<file path="src/rtl/lf_pkg.sv">
package lf_pkg;
  localparam int unsigned G1_MAX  = 18;  // top proportional setting
  localparam int unsigned G2_MAX  = 20;  // top integral setting
  localparam int unsigned P_DOWN  = 2;   // proportional exponent offset -2
  localparam int unsigned I_UP    = 1;   // integral exponent offset +1
  localparam int unsigned GAIN_W  = 5;
endpackage

</file>
<file path="src/rtl/lf_gain_shift.sv">
module lf_gain_shift #(
  parameter int unsigned ERR_W = 21,
  parameter int unsigned IW    = 50,
  parameter int unsigned GMAX  = 18,
  parameter int unsigned UP    = 0,
  parameter int unsigned DOWN  = 0
) (
  input  logic signed [ERR_W-1:0]       err_i,
  input  logic [lf_pkg::GAIN_W-1:0]     g_i,
  output logic signed [IW-1:0]          term_o,
  output logic                          clamp_o
);
  localparam logic [lf_pkg::GAIN_W-1:0] GLIM = lf_pkg::GAIN_W'(GMAX);

  logic [lf_pkg::GAIN_W-1:0] g_eff;
  logic signed [IW-1:0]      ext;
  logic signed [IW-1:0]      up_sh;

  always_comb begin
    clamp_o = (g_i > GLIM);
    g_eff   = clamp_o ? GLIM : g_i;
    ext     = IW'(err_i);
    up_sh   = ext <<< (32'(g_eff) + UP);
    term_o  = up_sh >>> DOWN;  // floor division for the negative offset
  end
endmodule

</file>
<file path="src/rtl/lf_integrator.sv">
module lf_integrator #(
  parameter int unsigned IW = 50
) (
  input  logic                 clk_i,
  input  logic                 rst_ni,
  input  logic                 upd_i,
  input  logic signed [IW-1:0] term_i,
  output logic signed [IW-1:0] int_o,
  output logic signed [IW-1:0] int_nxt_o,
  output logic                 sat_o
);
  localparam logic signed [IW-1:0] MAXV = {1'b0, {(IW-1){1'b1}}};
  localparam logic signed [IW-1:0] MINV = {1'b1, {(IW-1){1'b0}}};

  logic signed [IW:0]   sum;
  logic signed [IW-1:0] int_q;

  always_comb begin
    sum   = {int_q[IW-1], int_q} + {term_i[IW-1], term_i};
    sat_o = (sum[IW] != sum[IW-1]);
    if (!sat_o)       int_nxt_o = sum[IW-1:0];
    else if (sum[IW]) int_nxt_o = MINV;
    else              int_nxt_o = MAXV;
  end

  always_ff @(posedge clk_i or negedge rst_ni) begin
    if (!rst_ni)    int_q <= '0;
    else if (upd_i) int_q <= int_nxt_o;
  end

  assign int_o = int_q;
endmodule

</file>
<file path="src/rtl/lf_out_stage.sv">
module lf_out_stage #(
  parameter int unsigned VOLT_W = 22,
  parameter int unsigned FRAC_W = 28
) (
  input  logic signed [VOLT_W+FRAC_W-1:0] int_i,
  input  logic signed [VOLT_W+FRAC_W-1:0] prop_i,
  output logic signed [VOLT_W-1:0]        volt_o,
  output logic                            sat_o
);
  localparam int unsigned IW = VOLT_W + FRAC_W;
  localparam logic signed [IW-1:0] MAXV = {1'b0, {(IW-1){1'b1}}};
  localparam logic signed [IW-1:0] MINV = {1'b1, {(IW-1){1'b0}}};

  logic signed [IW:0]   sum;
  logic signed [IW-1:0] fx;

  always_comb begin
    sum   = {int_i[IW-1], int_i} + {prop_i[IW-1], prop_i};
    sat_o = (sum[IW] != sum[IW-1]);
    if (!sat_o)       fx = sum[IW-1:0];
    else if (sum[IW]) fx = MINV;
    else              fx = MAXV;
    volt_o = fx[IW-1:FRAC_W];  // arithmetic floor of the fixed-point sum
  end
endmodule

</file>
<file path="src/rtl/pi_loop_filter.sv">
module pi_loop_filter #(
  parameter int unsigned ERR_W  = 21,
  parameter int unsigned VOLT_W = 22,
  parameter int unsigned FRAC_W = 28
) (
  input  logic                           clk_i,
  input  logic                           rst_ni,
  input  logic                           win_i,
  input  logic signed [ERR_W-1:0]        err_i,
  input  logic [lf_pkg::GAIN_W-1:0]      g_prop_i,
  input  logic [lf_pkg::GAIN_W-1:0]      g_int_i,
  input  logic                           hold_i,
  input  logic                           ofs_en_i,
  input  logic signed [VOLT_W-1:0]       ofs_val_i,
  output logic signed [VOLT_W-1:0]       volt_o,
  output logic                           sat_in_o,
  output logic                           sat_int_o,
  output logic                           sat_out_o
);
  localparam int unsigned IW = VOLT_W + FRAC_W;

  logic                    upd;
  logic signed [IW-1:0]    p_term, i_term, int_q, int_nxt;
  logic                    p_clamp, i_clamp, int_sat, out_sat;
  logic signed [VOLT_W-1:0] volt_nxt, volt_q;
  logic                    sat_in_q, sat_int_q, sat_out_q;

  assign upd = win_i & ~hold_i;

  lf_gain_shift #(.ERR_W(ERR_W), .IW(IW), .GMAX(lf_pkg::G1_MAX),
                  .UP(0), .DOWN(lf_pkg::P_DOWN)) u_prop (
    .err_i(err_i), .g_i(g_prop_i), .term_o(p_term), .clamp_o(p_clamp));

  lf_gain_shift #(.ERR_W(ERR_W), .IW(IW), .GMAX(lf_pkg::G2_MAX),
                  .UP(lf_pkg::I_UP), .DOWN(0)) u_intg (
    .err_i(err_i), .g_i(g_int_i), .term_o(i_term), .clamp_o(i_clamp));

  lf_integrator #(.IW(IW)) u_acc (
    .clk_i(clk_i), .rst_ni(rst_ni), .upd_i(upd), .term_i(i_term),
    .int_o(int_q), .int_nxt_o(int_nxt), .sat_o(int_sat));

  lf_out_stage #(.VOLT_W(VOLT_W), .FRAC_W(FRAC_W)) u_out (
    .int_i(int_nxt), .prop_i(p_term), .volt_o(volt_nxt), .sat_o(out_sat));

  always_ff @(posedge clk_i or negedge rst_ni) begin
    if (!rst_ni) begin
      volt_q    <= '0;
      sat_in_q  <= 1'b0;
      sat_int_q <= 1'b0;
      sat_out_q <= 1'b0;
    end else if (upd) begin
      volt_q    <= volt_nxt;
      sat_in_q  <= p_clamp | i_clamp;
      sat_int_q <= int_sat;
      sat_out_q <= out_sat;
    end
  end

  // override is combinational so release is seen in the same cycle
  assign volt_o    = ofs_en_i ? ofs_val_i : volt_q;
  assign sat_in_o  = sat_in_q;
  assign sat_int_o = sat_int_q;
  assign sat_out_o = sat_out_q;
endmodule

</file>
<file path="config.mk">
export PLATFORM = sky130hd
export DESIGN_NAME = pi_loop_filter
export DESIGN_NICKNAME = d
export VERILOG_FILES = /design/src/rtl/lf_pkg.sv /design/src/rtl/lf_gain_shift.sv /design/src/rtl/lf_integrator.sv /design/src/rtl/lf_out_stage.sv /design/src/rtl/pi_loop_filter.sv
export SDC_FILE = /design/constraint.sdc
export NUM_CORES = 1
export LEC_CHECK = 0
export ABC_CLOCK_PERIOD_IN_PS = 21200
export BUFFER_PORTS_ARGS = -buffer_cell sky130_fd_sc_hd__clkbuf_2
export CAP_MARGIN = 10
export CORE_MARGIN = 4
export CORE_UTILIZATION = 40
export DETAILED_ROUTE_END_ITERATION = 10
export HOLD_SLACK_MARGIN = 0.03
export PLACE_DENSITY = 0.55
export SYNTH_ARGS = -nofsm -noshare
export SYNTH_HDL_FRONTEND = slang
export SYNTH_SLANG_ARGS = --single-unit
</file>
<file path="constraint.sdc">
create_clock -name clk_i -period 21.2 [get_ports clk_i]
set_input_delay 2.12 -clock clk_i [delete_from_list [all_inputs] [get_ports clk_i]]
set_output_delay 2.12 -clock clk_i [all_outputs]
set_load 0.005 [all_outputs]
</file>
==> results.yml <==
global_route:
  grt_pass1_wl_mm: 61.1
  grt_usage_pct: 24.3
  antenna_found_initial: 2
  grt_max_degree: 67
  overflow: 0
  first_global_vias: 10600
critical_path:
  cp_slowest_cell: "nand2_1"
  slowest_delay_ns: 0.81
  worstPathMaxFanout: 66
  arrival_ns: 14.66
  cp-start-kind: "input pin"
  cp-end-kind: "flop"
  crit_type: "input pin to flop"
  required_ns: 21.47
  crit_family: "compound AO/OA/AOI/OAI gates"
  cp_num_buf_inv: 4
clock_network:
  cts_buffers: 9
  cts_tree: "built"
  ctsHtreeMaxLevel: 3
  clkSinkCount: 75
  ctsHoldBuffers: 0
  clock_latency_ns: 0.36
  clockRootBuffer: "clkbuf_16"
  cts_resized: 0
  clk_path_buf_depth: 2
  postCtsSetupBuffers: 0
  clk_pin_slew_ns: 0.08
synth:
  yosysSeqAreaShare_pct: 16.1
  ys_ff_latch: 75
  synth_area_leaders: "dfrtp_1, ha_1, mux2i_1"
  ys.flop_type: "dfrtp_1"
  synth_area_leader_cell: "dfrtp_1"
  syn_area_per_cell_sq_um: 7.47
  synthDominantCellAreaShare_pct: 16.1
  syn-num-nets: 1722
  synth_edf_count: 0
  yosysWarnings: 0
  synth.distinct_cells: 74
  netlist_area_sq_um: 11700
  async_reset_ff_share_pct: 100
  synth_cells: 1561
timing:
  fin_worst_skew_ns: 0.0149
  setup_viol: 0
  min_period_ns: 14.39
  max-slew-margin-rel_pct: 21.0
  report.final.slew_viol_count: 0
  fmax_mhz: 69.5
  grt_setup_unrepaired: "no"
  setup_tns_ns: 0
  worst_slew_pin_slew_ns: 1.18
  fin_crit_sh_pct: 67.9
  hold_viol: 0
floorplanning:
  fp.dieH_um: 179
  ioPinCount: 83
  initial_core_util_pct: 40.6
  core.rowCount: 62
  die_x_um: 179
  dieArea_sq_um: 31900
  core_area_sq_um: 28700
finish:
  fill_cells: 2961
  nets: 1723
  final_common_cell: "nand2_1"
  drive_gt1_share_pct: 12.9
  area_growth_pct: 7.85
  diodes: 0
  final_cell_mix: "nand2_1, a21oi_1, mux2i_1"
place:
  portBuffers: 82
  routabilityCongestion: 0.959
  hpwl_mm: 31.5
route:
  drcViolationCount: 0
  final_antenna_net_count: 0
  dr_total_vias: 11700
  finalWirelength_mm: 39.3
  drtIter0Drc: 979
  wire_per_inst_um: 20.1
  drtPass1Iterations: 5
  vias_per_cell: 5.99
status:
  status: "finished, final reports clean"
hold_path:
  hold_path_class: "flop to flop"
flow_run:
  max-cap-violations: 0
## metrics by stage
step / util, % / worst slack (ns) / cell area, sq um / hold WS (ns) / std cells
after floorplan: - / 10.05 / 11700 / 0.452 / 1561
after global placement: 42.7 / 6.93 / 12200 / 0.467 / 1935
after detailed placement: 42.7 / 6.57 / 12200 / 0.467 / 1935
after CTS: 43.8 / 6.89 / 12600 / 0.487 / 1951
after global routing: 43.8 / 5.58 / 12600 / 0.518 / 1951
final: 43.8 / 6.81 / 12600 / 0.481 / 1951
## tightest hold or removal path, stage by stage, from the launching register on
cell and delay [ns]:
dfrtp_1 0.35, nand2_1 0.05, nand2_1 0.05
## cell type report
type                       instances  area, sq um  share of cell area, %
clock inverter                     7          105                  0.836
multi-input combinational       1348         9270                   73.7
sequential                        75         1880                   14.9
timing repair buffer              91          480                   3.82
inverter                          37          139                   1.10
tap                              384          480                   3.82
clock buffer                       9          225                   1.79
## registers in the layout (all words and copies together), names as in the netlist
register / flops
sat_out_o: 1
sat_in_o: 1
u_acc.int_o: 50
sat_int_o: 1
volt_q: 22
## worst paths after layout
kind	start	slack (ns)	depth (start not counted)	end
worst max-delay path	g_int_i[2]	6.81	42	volt_q[15]
worst max register to register	u_acc.int_o[1]	11.73	33	volt_q[15]
worst min-delay path	sat_int_o	0.48	2	sat_int_o
max in group asynchronous	rst_ni	18.54	2	volt_q[9]
min in group asynchronous	rst_ni	1.71	1	sat_in_o
worst min register to register	sat_int_o	0.48	2	sat_int_o
## layer usage
metal / wire length (um) / up-vias / GRT usage, %
li1: - / 5756 / -
met1: 18800 / 5529 / 35.8
met2: 17000 / 351 / 36.5
met3: 2670 / 42 / 4.87
met4: 815 / 4 / 5.60
met5: 14 / - / 0
## cell usage after synthesis (27+ instances only)
master and instances:
o21ai_0 108, ha_1 102, a21oi_1 161, a211oi_1 27, a21o_1 57, xnor2_1 27, nand2_1 188, nor3_1 29
clkbuf_1 79, xor2_1 28, o21ai_1 28, mux2_2 63, dfrtp_1 75, nor2_1 121, inv_1 37, mux2i_1 124
## cells by family (layout without fill, tap and decap cells)
kind of cell             after synthesis  after routing  synth area share, %
adder cells (fa/ha/maj)              103            103                 11.1
multiplexers                         187            187                 16.7
buffers and inverters                138            144                 4.68
flip-flops                            75             75                 16.1
AND/OR/NAND/NOR                      475            475                 18.6
AO/OA/AOI/OAI                        527            527                 28.5
XOR/XNOR                              56             56                 4.27
Power is not shown: default switching activity piles up to over one toggle a cycle in this logic, so the estimate is an artifact.
